### src/rtl/xlb_pkg.sv
// Package: shared types for the translation buffer.
// Assumes: nothing beyond IEEE 1800-2017.
package xlb_pkg;
    typedef enum logic [1:0] {
        WK_IDLE  = 2'd0,
        WK_ISSUE = 2'd1,
        WK_WAIT  = 2'd2
    } walk_state_e;
endpackage

### src/rtl/xlb_lru.sv
// Module: xlb_lru
// Keeps a recency rank per way (0 = most recent, WAYS-1 = least recent)
// and names the least recent way as the victim.
// Assumes: at most one touch per cycle; ranks start as a permutation.
module xlb_lru #(
    parameter int WAYS  = 3,
    localparam int IDX_W = (WAYS > 1) ? $clog2(WAYS) : 1
) (
    input  logic             clk,
    input  logic             rst_n,
    input  logic             touch_en,
    input  logic [IDX_W-1:0] touch_way,
    output logic [IDX_W-1:0] victim
);
    logic [IDX_W-1:0] rank_q [WAYS];
    logic [WAYS-1:0]  rank_seen;

    for (genvar w = 0; w < WAYS; w++) begin : g_rank
        // Update one way's rank on a touch: the touched way becomes 0, and younger ways age by one.
        always_ff @(posedge clk) begin
            if (!rst_n) begin
                rank_q[w] <= IDX_W'(WAYS - 1 - w);
            end else if (touch_en) begin
                if (touch_way == IDX_W'(w)) begin
                    rank_q[w] <= '0;
                end else if (rank_q[w] < rank_q[touch_way]) begin
                    rank_q[w] <= rank_q[w] + 1'b1;
                end
            end
        end
    end

    // Select the way holding the oldest rank.
    always_comb begin
        victim = '0;
        for (int w = 0; w < WAYS; w++) begin
            if (rank_q[w] == IDX_W'(WAYS - 1)) victim = IDX_W'(w);
        end
    end

    // Record which rank values are present, for the permutation check.
    always_comb begin
        rank_seen = '0;
        for (int w = 0; w < WAYS; w++) begin
            if (int'(rank_q[w]) < WAYS) rank_seen[rank_q[w]] = 1'b1;
        end
    end

    AST_RANK_PERMUTATION: assert property (@(posedge clk) disable iff (!rst_n)
        rank_seen == {WAYS{1'b1}});
    AST_VICTIM_NOT_RECENT: assert property (@(posedge clk) disable iff (!rst_n)
        touch_en |=> victim != $past(touch_way));
endmodule

### src/rtl/xlb_ways.sv
// Module: xlb_ways
// Fully associative store of page-to-frame pairs with one search key
// and one write port.
// Assumes: the caller never writes a page that another way already holds.
module xlb_ways #(
    parameter int WAYS  = 3,
    parameter int VPN_W = 4,
    parameter int PFN_W = 3,
    localparam int IDX_W = (WAYS > 1) ? $clog2(WAYS) : 1
) (
    input  logic             clk,
    input  logic             rst_n,
    input  logic [VPN_W-1:0] key_vpn,
    output logic             found,
    output logic [IDX_W-1:0] found_way,
    output logic [PFN_W-1:0] found_pfn,
    input  logic             wr_en,
    input  logic [IDX_W-1:0] wr_way,
    input  logic [VPN_W-1:0] wr_vpn,
    input  logic [PFN_W-1:0] wr_pfn
);
    logic [WAYS-1:0]  vld_q;
    logic [VPN_W-1:0] vpn_q [WAYS];
    logic [PFN_W-1:0] pfn_q [WAYS];
    logic [WAYS-1:0]  match;

    for (genvar w = 0; w < WAYS; w++) begin : g_way
        // Hold one translation; cleared by reset, written by the write port.
        always_ff @(posedge clk) begin
            if (!rst_n) begin
                vld_q[w] <= 1'b0;
                vpn_q[w] <= '0;
                pfn_q[w] <= '0;
            end else if (wr_en && wr_way == IDX_W'(w)) begin
                vld_q[w] <= 1'b1;
                vpn_q[w] <= wr_vpn;
                pfn_q[w] <= wr_pfn;
            end
        end
        assign match[w] = vld_q[w] && (vpn_q[w] == key_vpn);
    end

    // Encode the matching way and its frame.
    always_comb begin
        found     = |match;
        found_way = '0;
        found_pfn = '0;
        for (int w = 0; w < WAYS; w++) begin
            if (match[w]) begin
                found_way = IDX_W'(w);
                found_pfn = pfn_q[w];
            end
        end
    end

    AST_NO_DUPLICATE_PAGE: assert property (@(posedge clk) disable iff (!rst_n)
        $onehot0(match));
    AST_WRITE_SETS_VALID: assert property (@(posedge clk) disable iff (!rst_n)
        wr_en |=> vld_q[$past(wr_way)]);
endmodule

### src/rtl/xlb_walker.sv
// Module: xlb_walker
// One-level page-table walk: issues one read of the entry for a page,
// waits for its data, then reports either a fill or a fault.
// Assumes: pt_rd_valid arrives once for each read, at least one cycle later.
module xlb_walker
    import xlb_pkg::*;
#(
    parameter int VPN_W    = 4,
    parameter int PFN_W    = 3,
    parameter int PA_W     = 7,
    parameter int PTE_W    = 8,
    parameter int PT_FRAME = 7
) (
    input  logic             clk,
    input  logic             rst_n,
    input  logic             start,
    input  logic [VPN_W-1:0] start_vpn,
    output logic             pt_rd_en,
    output logic [PA_W-1:0]  pt_rd_addr,
    input  logic             pt_rd_valid,
    input  logic [PTE_W-1:0] pt_rd_data,
    output logic             busy,
    output logic             done,
    output logic             fill_en,
    output logic             fault,
    output logic [VPN_W-1:0] fill_vpn,
    output logic [PFN_W-1:0] fill_pfn
);
    localparam int FRAME_W = PA_W - VPN_W;

    walk_state_e state_q;
    logic [VPN_W-1:0] vpn_q;

    // Step the walk: idle, issue one read, wait for its data.
    always_ff @(posedge clk) begin
        if (!rst_n) begin
            state_q <= WK_IDLE;
            vpn_q   <= '0;
        end else begin
            case (state_q)
                WK_IDLE:  if (start) begin
                              state_q <= WK_ISSUE;
                              vpn_q   <= start_vpn;
                          end
                WK_ISSUE: state_q <= WK_WAIT;
                WK_WAIT:  if (pt_rd_valid) state_q <= WK_IDLE;
                default:  state_q <= WK_IDLE;
            endcase
        end
    end

    // Drive the read port and decode the returned entry.
    always_comb begin
        busy       = (state_q != WK_IDLE);
        pt_rd_en   = (state_q == WK_ISSUE);
        pt_rd_addr = {FRAME_W'(PT_FRAME), vpn_q};
        done       = (state_q == WK_WAIT) && pt_rd_valid;
        fill_en    = done && pt_rd_data[PTE_W-1];
        fault      = done && !pt_rd_data[PTE_W-1];
        fill_vpn   = vpn_q;
        fill_pfn   = pt_rd_data[PFN_W-1:0];
    end

    AST_SINGLE_READ: assert property (@(posedge clk) disable iff (!rst_n)
        pt_rd_en |=> !pt_rd_en);
    AST_START_MAKES_BUSY: assert property (@(posedge clk) disable iff (!rst_n)
        (start && !busy) |=> busy);
    AST_DONE_ENDS_WALK: assert property (@(posedge clk) disable iff (!rst_n)
        done |=> !busy);
endmodule

### src/rtl/xlat_buffer.sv
// Module: xlat_buffer (top)
// Three-way LRU translation buffer: hits answer in the accept cycle, and
// misses walk the page table in a fixed frame and refill the LRU way.
// Assumes: preload has priority over lookups and is applied only while
// no walk is outstanding.
module xlat_buffer #(
    parameter int VA_W     = 8,
    parameter int OFF_W    = 4,
    parameter int PA_W     = 7,
    parameter int WAYS     = 3,
    parameter int PTE_W    = 8,
    parameter int PT_FRAME = 7,
    parameter int CNT_W    = 16
) (
    input  logic                      clk,
    input  logic                      rst_n,
    input  logic                      req_valid,
    input  logic [VA_W-1:0]           req_vaddr,
    output logic                      req_ready,
    output logic                      rsp_valid,
    output logic                      rsp_hit,
    output logic                      rsp_fault,
    output logic [PA_W-1:0]           rsp_paddr,
    output logic                      pt_rd_en,
    output logic [PA_W-1:0]           pt_rd_addr,
    input  logic                      pt_rd_valid,
    input  logic [PTE_W-1:0]          pt_rd_data,
    input  logic                      pre_valid,
    input  logic [VA_W-OFF_W-1:0]     pre_vpn,
    input  logic [PA_W-OFF_W-1:0]     pre_pfn,
    output logic [CNT_W-1:0]          hit_count,
    output logic [CNT_W-1:0]          lookup_count
);
    localparam int VPN_W = VA_W - OFF_W;
    localparam int PFN_W = PA_W - OFF_W;
    localparam int IDX_W = (WAYS > 1) ? $clog2(WAYS) : 1;

    logic             walk_busy, walk_done, walk_fill, walk_fault;
    logic [VPN_W-1:0] walk_vpn;
    logic [PFN_W-1:0] walk_pfn;
    logic [VPN_W-1:0] key_vpn;
    logic             found;
    logic [IDX_W-1:0] found_way, victim, wr_way, touch_way;
    logic [PFN_W-1:0] found_pfn, wr_pfn;
    logic [VPN_W-1:0] wr_vpn;
    logic             wr_en, accept, hit_now, miss_now, pre_apply;
    logic [OFF_W-1:0] off_q;

    // Arbitrate between preload, lookup and refill.
    always_comb begin
        pre_apply = pre_valid && !walk_busy;
        req_ready = !walk_busy && !pre_valid;
        accept    = req_valid && req_ready;
        key_vpn   = pre_valid ? pre_vpn : req_vaddr[VA_W-1:OFF_W];
        hit_now   = accept && found;
        miss_now  = accept && !found;
        wr_en     = pre_apply || walk_fill;
        wr_way    = (pre_apply && found) ? found_way : victim;
        wr_vpn    = pre_apply ? pre_vpn : walk_vpn;
        wr_pfn    = pre_apply ? pre_pfn : walk_pfn;
        touch_way = hit_now ? found_way : wr_way;
    end

    // Form the response from a hit or from a finished walk.
    always_comb begin
        rsp_valid = hit_now || walk_done;
        rsp_hit   = hit_now;
        rsp_fault = walk_fault;
        if (hit_now)        rsp_paddr = {found_pfn, req_vaddr[OFF_W-1:0]};
        else if (walk_fill) rsp_paddr = {walk_pfn, off_q};
        else                rsp_paddr = '0;
    end

    // Keep the page offset of a missing lookup until its walk returns.
    always_ff @(posedge clk) begin
        if (!rst_n)        off_q <= '0;
        else if (miss_now) off_q <= req_vaddr[OFF_W-1:0];
    end

    // Count accepted lookups and hits.
    always_ff @(posedge clk) begin
        if (!rst_n) begin
            hit_count    <= '0;
            lookup_count <= '0;
        end else begin
            if (accept)  lookup_count <= lookup_count + 1'b1;
            if (hit_now) hit_count    <= hit_count + 1'b1;
        end
    end

    xlb_ways #(.WAYS(WAYS), .VPN_W(VPN_W), .PFN_W(PFN_W)) i_ways (
        .clk       (clk),
        .rst_n     (rst_n),
        .key_vpn   (key_vpn),
        .found     (found),
        .found_way (found_way),
        .found_pfn (found_pfn),
        .wr_en     (wr_en),
        .wr_way    (wr_way),
        .wr_vpn    (wr_vpn),
        .wr_pfn    (wr_pfn)
    );

    xlb_lru #(.WAYS(WAYS)) i_lru (
        .clk       (clk),
        .rst_n     (rst_n),
        .touch_en  (hit_now || wr_en),
        .touch_way (touch_way),
        .victim    (victim)
    );

    xlb_walker #(.VPN_W(VPN_W), .PFN_W(PFN_W), .PA_W(PA_W), .PTE_W(PTE_W),
                 .PT_FRAME(PT_FRAME)) i_walker (
        .clk         (clk),
        .rst_n       (rst_n),
        .start       (miss_now),
        .start_vpn   (req_vaddr[VA_W-1:OFF_W]),
        .pt_rd_en    (pt_rd_en),
        .pt_rd_addr  (pt_rd_addr),
        .pt_rd_valid (pt_rd_valid),
        .pt_rd_data  (pt_rd_data),
        .busy        (walk_busy),
        .done        (walk_done),
        .fill_en     (walk_fill),
        .fault       (walk_fault),
        .fill_vpn    (walk_vpn),
        .fill_pfn    (walk_pfn)
    );

    AST_HIT_NOT_FAULT: assert property (@(posedge clk) disable iff (!rst_n)
        rsp_valid |-> !(rsp_hit && rsp_fault));
    AST_HIT_NO_READ: assert property (@(posedge clk) disable iff (!rst_n)
        (rsp_valid && rsp_hit) |-> !pt_rd_en);
    AST_READY_LOW_IN_WALK: assert property (@(posedge clk) disable iff (!rst_n)
        pt_rd_en |-> !req_ready);
    AST_HITS_BOUNDED: assert property (@(posedge clk) disable iff (!rst_n)
        hit_count <= lookup_count);
    AST_OFFSET_PASSES: assert property (@(posedge clk) disable iff (!rst_n)
        (rsp_valid && rsp_hit) |-> rsp_paddr[OFF_W-1:0] == req_vaddr[OFF_W-1:0]);
endmodule

### config.mk
export PLATFORM = sky130hd
export DESIGN_NAME = xlat_buffer
export DESIGN_NICKNAME = d
export VERILOG_FILES = /design/src/rtl/xlb_pkg.sv /design/src/rtl/xlb_lru.sv /design/src/rtl/xlb_ways.sv /design/src/rtl/xlb_walker.sv /design/src/rtl/xlat_buffer.sv
export SDC_FILE = /design/constraint.sdc
export NUM_CORES = 1
export LEC_CHECK = 0
export BUFFER_PORTS_ARGS = -buffer_cell sky130_fd_sc_hd__buf_2
export CORE_ASPECT_RATIO = 1.1
export CORE_MARGIN = 2
export CORE_UTILIZATION = 49
export CTS_CLUSTER_DIAMETER = 120
export DETAILED_ROUTE_END_ITERATION = 8
export PLACE_DENSITY = 0.88
export SLEW_MARGIN = 30
export SYNTH_ARGS = -nofsm -noshare
export SYNTH_HDL_FRONTEND = slang
export SYNTH_SLANG_ARGS = --single-unit
### constraint.sdc
create_clock -name clk -period 3.38 [get_ports clk]
set_clock_uncertainty 0.1 [all_clocks]
set_input_delay 0.676 -clock clk [delete_from_list [all_inputs] [get_ports clk]]
set_output_delay 0.676 -clock clk [all_outputs]
set_load 0.03 [all_outputs]
==> reports/qor.txt, run 1 <==
number of global-route vias before repair: 3,094
CP Class: in -> out
TritonCTS Buffers: 9
Vias: 3,188
Synth warnings: 0
Synth area leaders: dfxtp_1, edfxtp_1, nor2_1, xor2_1, mux2i_1
first-pass GRT wire length: 14.2 mm
Initial Util: 0.502
CTS clk-pin slew, worst paths: 70 ps
status: completed
nets: 520
Syn-to-layout area delta: 25.3%
switch share: 0.293
number of synthesized register bits: 72
Clock power frac: 0.320
proportion of layout cells with a drive suffix above 1: 0.318
final setup vio count: 0
Buffers on Ports: 71
Switch Pwr: 605 uW
worst vdd rail ir drop: 0.392 mV
Synth Instances: 382
I/O Pins: 79
total power: 2.06 mW
startpoint class of the critical path: input pin
sequential power share: 0.481
Antenna Nets Post-Route: 0
Post-CTS Hold Buffers: 0
FF-to-FF setup slack: 350 ps
CTS tree: built
Main synth FF type: dfxtp_1
setup tns final: 0 ps
Critical Path RT: 2600 ps
Hold Path Cell Cnt: 2
type of the tightest min-delay check: reg -> reg
core region area: 7430 um^2
Slowest cell on crit path: mux2_4
ys async rst share: 0
gr ovfl total: 0
Detailed Route WL: 9.04 mm
htree depth: 3
height of the die: 95.5 um
root buf cell: clkbuf_8
WHS Endpoint: i_ways.vld_q[0]
mapped cell area: 3730 um^2
All-Layer GR Usage: 0.224
MaxCap Viol Count: 0
final core occ: 0.629
total leakage power: 2.05 nW
post-layout minimum cycle time: 3330 ps
register area share after synthesis: 0.459
largest net degree at the start of global routing: 38
Final Max Tran Viols: 0
pwr dens: 442 nW/um^2
Critical R2R Capture: i_lru.rank_q[1][1]
R2R depth: 10
syn avg cell area: 9.76 um^2
clk sink count: 72
Yosys top cell area share: 0.242
DP Wirelength: 6.57 mm
top cell type by total area after synthesis: dfxtp_1
routed vias/inst: 5.50
initial antenna violation count: 0
Clock Latency Late Sink: 360 ps
Final Hold Fails: 0
Distinct cells, synth: 59
clock buffer depth: 2
crit end category: primary output
most frequent cell after synthesis: nor2_1
CP arrival: 2550 ps
most common library cells after synthesis: nor2_1, dfxtp_1, edfxtp_1
fmax: 301 MHz
Initial DRC Count: 139
worst hold start: i_ways.vld_q[0]
combinational share of power: 0.199
crit-path max cell delay: 330 ps
Pint: 1.46 mW
router iterations before antenna repair: 5
EDFF count, synth: 27
final period utilization: 0.984
worst-path fanout max: 5
crit-path cells: buf_8 -> mux2i_4 -> mux2_4 -> nor4_4 -> nor2_2 -> a221o_1 -> a32o_2 -> clkbuf_4
die width: 87.2 um
die area: 8320 um^2
Diodes inserted: 0
# DRC: 0
fillcell total: 577
DR WL/cell: 15.6 um
routability congestion estimate: 0.832
site row count: 33
FF-to-FF Start: i_ways.vpn_q[1][3]
[cells by family after synthesis]
| logic type | count (synthesis) | synth area share |
|---|---|---|
| other cells | 1 | 0.00101 |
| flops | 72 | 0.459 |
| compound gates | 48 | 0.0970 |
| buf+inv | 29 | 0.0369 |
| fa+ha+maj | 5 | 0.0161 |
| xor+xnor | 36 | 0.0846 |
| mux | 25 | 0.0792 |
| simple gates | 166 | 0.226 |
[sequential cells by signal, indices dropped and copies added (netlist names)]
| signal | count |
|---|---|
| i_ways.vld_q | 3 |
| off_q | 4 |
| lookup_count | 16 |
| i_ways.pfn_q | 9 |
| i_walker.fill_vpn | 4 |
| hit_count | 16 |
| i_ways.vpn_q | 12 |
| i_walker.state_q | 2 |
| i_lru.rank_q | 6 |
[per-stage QoR]
step | instances | instance area, um^2 | setup slack [ps] | hold slack (ps)
final | 580 | 4670 | 54.8 | 363
after global routing | 580 | 4670 | -22.5 | 395
after CTS | 577 | 4620 | 9.17 | 365
after detailed placement | 557 | 4370 | -325 | 353
after global placement | 557 | 4370 | -280 | 345
after floorplan | 384 | 3750 | 10.8 | 336
[worst max-delay path, delay by kind of cell]
family | cells | cell delay (ps)
multiplexers | 2 | 600
AO/OA/AOI/OAI | 2 | 580
buffers and inverters | 2 | 310
AND/OR/NAND/NOR | 2 | 360
[area by class of cell]
type	count	area (um^2)	share of cell area
Sequential cell	72	1710	0.366
Tap cell	87	109	0.0233
Clock inverter	5	35.0	0.00750
Clock buffer	11	153	0.0327
Timing Repair Buffer	113	689	0.148
Multi-Input combinational cell	283	1940	0.415
Inverter	9	33.8	0.00723
[metal layers]
layer / wire [um] / up-vias / global-route usage
li1: - / 1544 / -
met1: 3660 / 1508 / 0.263
met2: 4630 / 113 / 0.391
met3: 514 / 23 / 0.0476
met4: 233 / 0 / 0.0987
met5: 0 / - / 0
[worst max path at each step]
stage,slack [ps],start,end
finish,50,pre_valid,rsp_paddr[5]
global route,-20,pre_valid,rsp_paddr[5]
CTS,9,pre_valid,rsp_paddr[5]
detailed placement,-330,pre_valid,i_lru.rank_q[1][1]
global placement,-280,pre_valid,i_lru.rank_q[1][1]
floorplan,10,pre_valid,i_lru.rank_q[1][0]
[what timing repair did]
action	4_1_cts	5_1_grt
setup buffers	4	3
resized for setup	6	7
pin swaps	1	1
endpoints found under the hold margin	0	0
setup endpoints to repair	9	12
[layout by cell type (no fill, tap or decap), drive strengths merged, types with 3 or more instances in the layout]
cell    instances
or2             4
o21ai           8
nand3          12
a221o           3
nand4           6
a21oi           9
a32o            3
nor2b           6
nor2           73
dfxtp          45
mux2i          22
nand2b          8
or3             4
buf           111
mux2            3
and2            3
inv            13
clkbuf         13
edfxtp         27
o31a            4
conb            3
nand2          25
and3            6
ha              4
nor3            5
a22o            5
and4            5
xor2           22
xnor2          14
[power groups by stage]
stage | Sequential [mW] | Combinational, mW | Clock, mW
2_1_floorplan | 1.01 | 0.255 | 0
3_3_place_gp | 1.01 | 0.376 | 0
3_5_place_dp | 1.01 | 0.393 | 0
4_1_cts | 0.990 | 0.402 | 0.671
5_1_grt | 0.998 | 0.448 | 0.696
6_report | 0.992 | 0.411 | 0.661
Power figures use the tool's default switching activity.
==> inputs of run 2 (changes only) <==
CORE_MARGIN = default   (was 2)
==> run 2 against run 1 <==
  * Sequential cell count did not move
  * First-iteration DRC count fell by 15%
  * Global-route usage rose by 1.3 points
  * Cell count down 1.0%
  * Combinational power is essentially flat
  * Clock power is 6.4% lower
  * Sequential power barely moved
  * Worst setup slack got worse by 23 ps
==> reports/qor.txt, run 2 (synthesis gave the netlist of run 1 again) <==
setup tns final: 0 ps (unchanged)
type of the tightest min-delay check: reg -> reg
Initial Util: 0.520 (+0.0186)
Buffers on Ports: 71 (unchanged)
final period utilization: 0.991 (+0.00690)
startpoint class of the critical path: input pin
final core occ: 0.644 (+0.0158)
final instance area: 4620 um^2 (-1.2%)
TritonCTS Buffers: 9 (unchanged)
CP arrival: 2570 ps (+20 ps)
Clock power frac: 0.306 (-0.014)
All-Layer GR Usage: 0.236 (+0.0125)
FF+latch area: 1710 um^2 (unchanged)
crit end category: primary output
slew of the pin with the lowest slew margin: 628 ps
worst-path fanout max: 8 (+3)
combinational share of power: 0.204 (+0.005)
root buf cell: clkbuf_8
CTS tree: built
Initial DRC Count: 118 (-15%)
proportion of layout cells with a drive suffix above 1: 0.309 (-0.00966)
DR WL/cell: 16.1 um (+3.0%)
multi-input logic area: 1920 um^2 (-0.90%)
site row count: 32 (-3.0%)
clock buffer depth: 2 (unchanged)
status: completed
first-pass GRT wire length: 14.4 mm (+1.3%)
I/O Pins: 79 (unchanged)
final setup vio count: 0 (unchanged)
total power: 2.02 mW (-1.9%)
CTS clk-pin slew, worst paths: 70 ps (about the same)
post-layout minimum cycle time: 3350 ps (+23.3 ps)
Diodes inserted: 0 (unchanged)
Syn-to-layout area delta: 23.9%
Final Hold Fails: 0 (unchanged)
# DRC: 0 (unchanged)
die area: 7960 um^2 (-4.3%)
sequential power share: 0.490 (+0.009)
Final Max Tran Viols: 0 (unchanged)
Switch Pwr: 605 uW (+0.11%)
switch share: 0.299 (+0.00612)
DP Wirelength: 6.54 mm (-0.39%)
number of global-route vias before repair: 3,188 (+3.0%)
routed vias/inst: 5.58 (+1.5%)
clk sink count: 72 (unchanged)
CP Class: in -> out
pwr dens: 438 nW/um^2 (-0.79%)
gr ovfl total: 0 (unchanged)
Critical Path RT: 2600 ps (about the same)
largest net degree at the start of global routing: 38 (unchanged)
htree depth: 3 (unchanged)
Detailed Route WL: 9.21 mm (+1.9%)
router iterations before antenna repair: 4 (-1)
Pint: 1.42 mW (-2.8%)
Cell Count, Final, Fillers Out: 574 (-1.0%)
worst setup margin: 31.4 ps (-23.3 ps)
die width: 85.2 um (-2.3%)
height of the die: 93.5 um (-2.1%)
Cell Area, Placed: 4360 um^2 (-0.23%)
Post-CTS Hold Buffers: 0 (unchanged)
worst vdd rail ir drop: 0.299 mV (-24%)
Min Hold Slack: 370 ps (+7.22 ps)
Slew headroom: 0.581
dpl cells: 554 (-0.54%)
Place WS: -285 ps (+40.3 ps)
core region area: 7170 um^2 (-3.6%)
initial antenna violation count: 0 (unchanged)
nets: 516 (-0.77%)
Top Registers: hit_count (16), lookup_count (16), i_ways.vpn_q (12)
Antenna Nets Post-Route: 0 (unchanged)
fmax: 299 MHz (-0.70%)
routability congestion estimate: 0.850 (+2.2%)
commonest non-fill, non-tap cell in the layout: nor2_1
Clock Latency Late Sink: 360 ps (about the same)
MaxCap Viol Count: 0 (unchanged)
fillcell total: 532 (-7.8%)
total leakage power: 2.02 nW (-1.4%)
Vias: 3,203 (+0.47%)
most frequent cells in the layout: nor2_1, buf_2, dfxtp_1
-- run 2: path summary, 6_finish.rpt --
kind,cells after the start,endpoint,slack [ps],from
max,10,rsp_paddr[0],30,pre_valid
min,2,i_ways.vld_q[2],370,i_ways.vld_q[2]
max reg2reg,9,i_lru.rank_q[1][0],440,i_ways.vpn_q[1][2]
min reg2reg,2,i_ways.vld_q[2],370,i_ways.vld_q[2]
-- run 2: repair_timing --
item | in CTS | in global routing
pin swaps | 0 | 1
endpoints found under the setup margin | 9 | 8
gates resized for setup | 6 | 7
setup buffers | 2 | 2
-- run 2: layer usage --
layer  track usage  share of wire  vias up  wire length [um]
met5             0              0        -                 0
met4         0.129          0.030        0               280
met3        0.0485          0.053       27               492
met2         0.421           0.52      115              4820
met1         0.263           0.39     1516              3620
li1              -              -     1545                 -
-- run 2: area by class of cell --
cell class | count | area share
Clock buffer | 10 | 0.0284
Sequential cell | 72 | 0.371
Tap cell | 85 | 0.0230
Multi-Input combinational cell | 283 | 0.416
Clock inverter | 6 | 0.00921
Timing Repair Buffer | 109 | 0.145
Inverter | 9 | 0.00732
-- run 2: power by group through the flow --
stage	sequential, mW	combinational [mW]	clock, mW
floorplan	1.01	0.255	0
global placement	1.01	0.376	0
detailed placement	1.01	0.392	0
CTS	0.991	0.400	0.622
global route	0.998	0.450	0.666
finish	0.992	0.412	0.619
-- run 2: critical path, cell delays in order --
cell	delay (ps)
buf_12	120
mux2i_4	280
buf_6	130
mux2i_1	90
and4_1	240
buf_4	140
o31a_1	290
buf_4	170
a22o_2	270
buf_4	170
==> inputs of run 3 (changes only) <==
CORE_UTILIZATION = 50   (was 49)
SYNTH_HIERARCHICAL = 1   (was default)
==> run 3 against run 2 <==
  * Critical path type is now in -> reg
  * The run now ends with setup timing left
  * Sequential power increased by 4%
  * Total power increased by 21%
  * Critical path depth increased by 5
  * Largest cell class unchanged
  * Sequential share of layout area decreased by 5.9 points
  * Largest power group unchanged
  * Global-route usage increased by 3.8 points
  * Fmax decreased by 7.2%
  * Wire length increased by 29%
==> reports/qor.txt, run 3 <==
status: complete, but fails checks
failing checks: setup timing
Yosys top cell area share: 0.226 (-0.0156)
RSZ-0062 raised after global routing: yes
CP Class: in -> reg
EDFF count, synth: 27 (unchanged)
htree depth: 3 (unchanged)
proportion of layout cells with a drive suffix above 1: 0.401 (+0.0923)
cell mode on critical path: mux2_4
clk sink count: 72 (unchanged)
combinational share of power: 0.273 (+0.069)
FF-to-FF setup slack: -30 ps (-470 ps)
worst path bufs/invs: 1 (-4)
Syn-to-layout area delta: 37.8%
I/O Pins: 79 (unchanged)
FF-to-FF Start: i_ways/vpn_q[2][0]
number of synthesized register bits: 72 (unchanged)
Top Registers: hit_count (16), lookup_count (16), i_ways/vpn_q (12)
slew of the pin with the lowest slew margin: 524 ps (-104 ps)
DP Wirelength: 7.25 mm (+11%)
mapped cell area: 3980 um^2 (+6.9%)
router iterations before antenna repair: 5 (+1)
worst-path fanout max: 5 (-3)
clock buffer depth: 2 (unchanged)
most frequent cells in the layout: buf_2, buf_4, dfxtp_1
first-pass GRT wire length: 17.2 mm (+20%)
largest net degree at the start of global routing: 36 (-5.3%)
post-layout minimum cycle time: 3610 ps (+261 ps)
fmax: 277 MHz (-7.2%)
DR WL/cell: 18.2 um (+13%)
die area: 8330 um^2 (+4.6%)
CP Depth: 15 (+5)
Switch Pwr: 753 uW (+24%)
WHS Endpoint: i_walker/fill_vpn[1]
height of the die: 95.6 um (+2.3%)
CP arrival: 3580 ps (+1010 ps)
Synth Instances: 432 (+13%)
total leakage power: 2.32 nW (+15%)
All-Layer GR Usage: 0.274 (+0.0375)
Slew headroom: 0.651 (+0.0693)
Final Max Tran Viols: 0 (unchanged)
most common library cells after synthesis: dfxtp_1, nand2_1, edfxtp_1
Antenna Nets Post-Route: 0 (unchanged)
register area share after synthesis: 0.430 (-0.0296)
worst hold start: i_walker/fill_vpn[1]
Final Hold Fails: 0 (unchanged)
final period utilization: 1.07 (+0.0773)
Hold Path Cell Cnt: 2 (unchanged)
worst setup margin: -230 ps (-261 ps)
final setup vio count: 20 (+20)
Cell Area, Placed: 4800 um^2 (+10%)
crit-path cells: buf_12 -> mux2_4 -> nor2b_4 -> a2111o_1 -> or2_4 -> nand3_4 -> o211ai_1 -> mux2_4 -> mux2i_4 -> nor2_4 -> a21oi_4 -> ha_4 -> nor3_4 -> a211oi_2 -> o21ai_2
ys async rst share: 0 (unchanged)
routed vias/inst: 5.79 (+3.8%)
Distinct cells, synth: 58 (-1.7%)
die width: 87.1 um (+2.3%)
Diodes inserted: 0 (unchanged)
top cell type by total area after synthesis: dfxtp_1
Clock power frac: 0.307 (about the same)
initial antenna violation count: 0 (unchanged)
# DRC: 0 (unchanged)
Detailed Route WL: 11.9 mm (+29%)
final instance area: 5490 um^2 (+19%)
number of global-route vias before repair: 3,635 (+14%)
commonest non-fill, non-tap cell in the layout: buf_2
Critical Path RT: 3350 ps (+750 ps)
crit-path max cell delay: 390 ps (+100 ps)
Clock Latency Late Sink: 360 ps (about the same)
fillcell total: 542 (+1.9%)
MaxCap Viol Count: 0 (unchanged)
pwr dens: 447 nW/um^2 (+1.9%)
CTS clk-pin slew, worst paths: 80 ps (about the same)
TritonCTS Buffers: 9 (unchanged)
R2R depth: 13 (+4)
Slowest cell on crit path: a2111o_1
Initial DRC Count: 176 (+49%)
type of the tightest min-delay check: reg -> reg
core region area: 7600 um^2 (+6.0%)
Initial Util: 0.524 (+0.00430)
Vias: 3,798 (+19%)
CTS tree: built
startpoint class of the critical path: input pin
Post-CTS Hold Buffers: 0 (unchanged)
switch share: 0.307 (+0.00779)
routability congestion estimate: 0.792 (-6.8%)
Synth area leaders: dfxtp_1, edfxtp_1, mux2_2, nand2_1, xnor2_1
syn avg cell area: 9.22 um^2 (-5.5%)
Buffers on Ports: 71 (unchanged)
sequential power share: 0.420 (-0.070)
site row count: 33 (+3.1%)
Critical R2R Capture: i_lru/rank_q[2][1]
nets: 581 (+13%)
Synth warnings: 6 (+6)
Main synth FF type: dfxtp_1
CP delay by family, top: compound AO/OA/AOI/OAI gates
worst vdd rail ir drop: 0.299 mV (about the same)
gr ovfl total: 0 (unchanged)
root buf cell: clkbuf_8
Min Hold Slack: 378 ps (+8.26 ps)
Pint: 1.70 mW (+20%)
crit end category: flop
==> run 3: changes by cell type in the layout (fill, tap and decap cells not counted), moves of 10 or more <==
cell     before  now
and2_1        2   24
buf_4        36   48
o21ai_0       7   19
xor2_1       22    8
mux2_2        2   12
nor2_1       72   22
mux2i_1      18    6
nand2_4       0   12
==> run 3: routing by layer <==
layer	vias to the layer above	track usage	part of all wire	wire, um
met2	157	0.512	0.54	6390
met1	1844	0.293	0.38	4510
met3	41	0.0519	0.050	591
met4	0	0.137	0.037	438
met5	-	0	0	0
li1	1756	-	-	-
==> run 3: worst reg2reg max path: cells and delay by family, from the launching register on <==
kind | cells | cell delay, ps
flip-flops | 1 | 420
adder cells (fa/ha/maj) | 1 | 200
AO/OA/AOI/OAI | 5 | 990
multiplexers | 2 | 560
AND/OR/NAND/NOR | 5 | 860
==> run 3: how the worst max path moves through the flow <==
stage	endpoint	slack, ps	start
4_1_cts	rsp_paddr[5]	-150	pre_valid
3_3_place_gp	i_lru/rank_q[2][1]	-460	pre_valid
2_1_floorplan	i_lru/rank_q[0][0]	-530	pre_valid
3_5_place_dp	i_lru/rank_q[0][0]	-550	pre_valid
6_report	i_lru/rank_q[2][1]	-230	pre_valid
5_1_grt	i_lru/rank_q[2][1]	-320	pre_valid
==> run 3: cell type report <==
cell class                      instances  area, um^2  area share
Timing Repair Buffer                  124         865       0.157
Multi-Input combinational cell        325        2510       0.457
Timing Repair inverter                  1        8.76     0.00159
Clock inverter                          6        83.8      0.0153
Inverter                               13        56.3      0.0103
Tap cell                              105         131      0.0239
Sequential cell                        72        1710       0.312
Clock buffer                           10         128      0.0232
==> run 3: kinds of logic after synthesis <==
group,synth area share
multiplexers,0.0628
flip-flops,0.430
AND/OR/NAND/NOR,0.278
adder cells (fa/ha/maj),0.0220
AO/OA/AOI/OAI,0.0999
XOR/XNOR,0.0594
other,0.000941
buffers and inverters,0.0477
==> run 3: through the flow <==
step                      instances  setup WS [ps]  TNS [ps]   util  power, mW
after floorplan                 434           -526     -6420      -       1.34
after global placement          626           -462     -9980  0.632       1.47
after detailed placement        626           -547    -15650  0.632       1.50
after CTS                       654           -151     -2040  0.698       2.31
after global routing            656           -323     -4350  0.723       2.55
final                           656           -230     -2670  0.723       2.45
==> run 3: timing repair <==
| action | in CTS | in global routing |
|---|---|---|
| gates resized for setup | 47 | 33 |
| pin swaps | 11 | 15 |
| gates cloned | 1 | 0 |
| setup buffers | 11 | 3 |
| endpoints found under the setup margin | 20 | 34 |
==> run 3: power by group through the flow <==
stage               clock (mW)  combinational [mW]  sequential (mW)
finish                   0.752               0.670             1.03
global route             0.795               0.717             1.04
CTS                      0.745               0.552             1.02
detailed placement           0               0.468             1.03
global placement             0               0.443             1.03
floorplan                    0               0.318             1.02
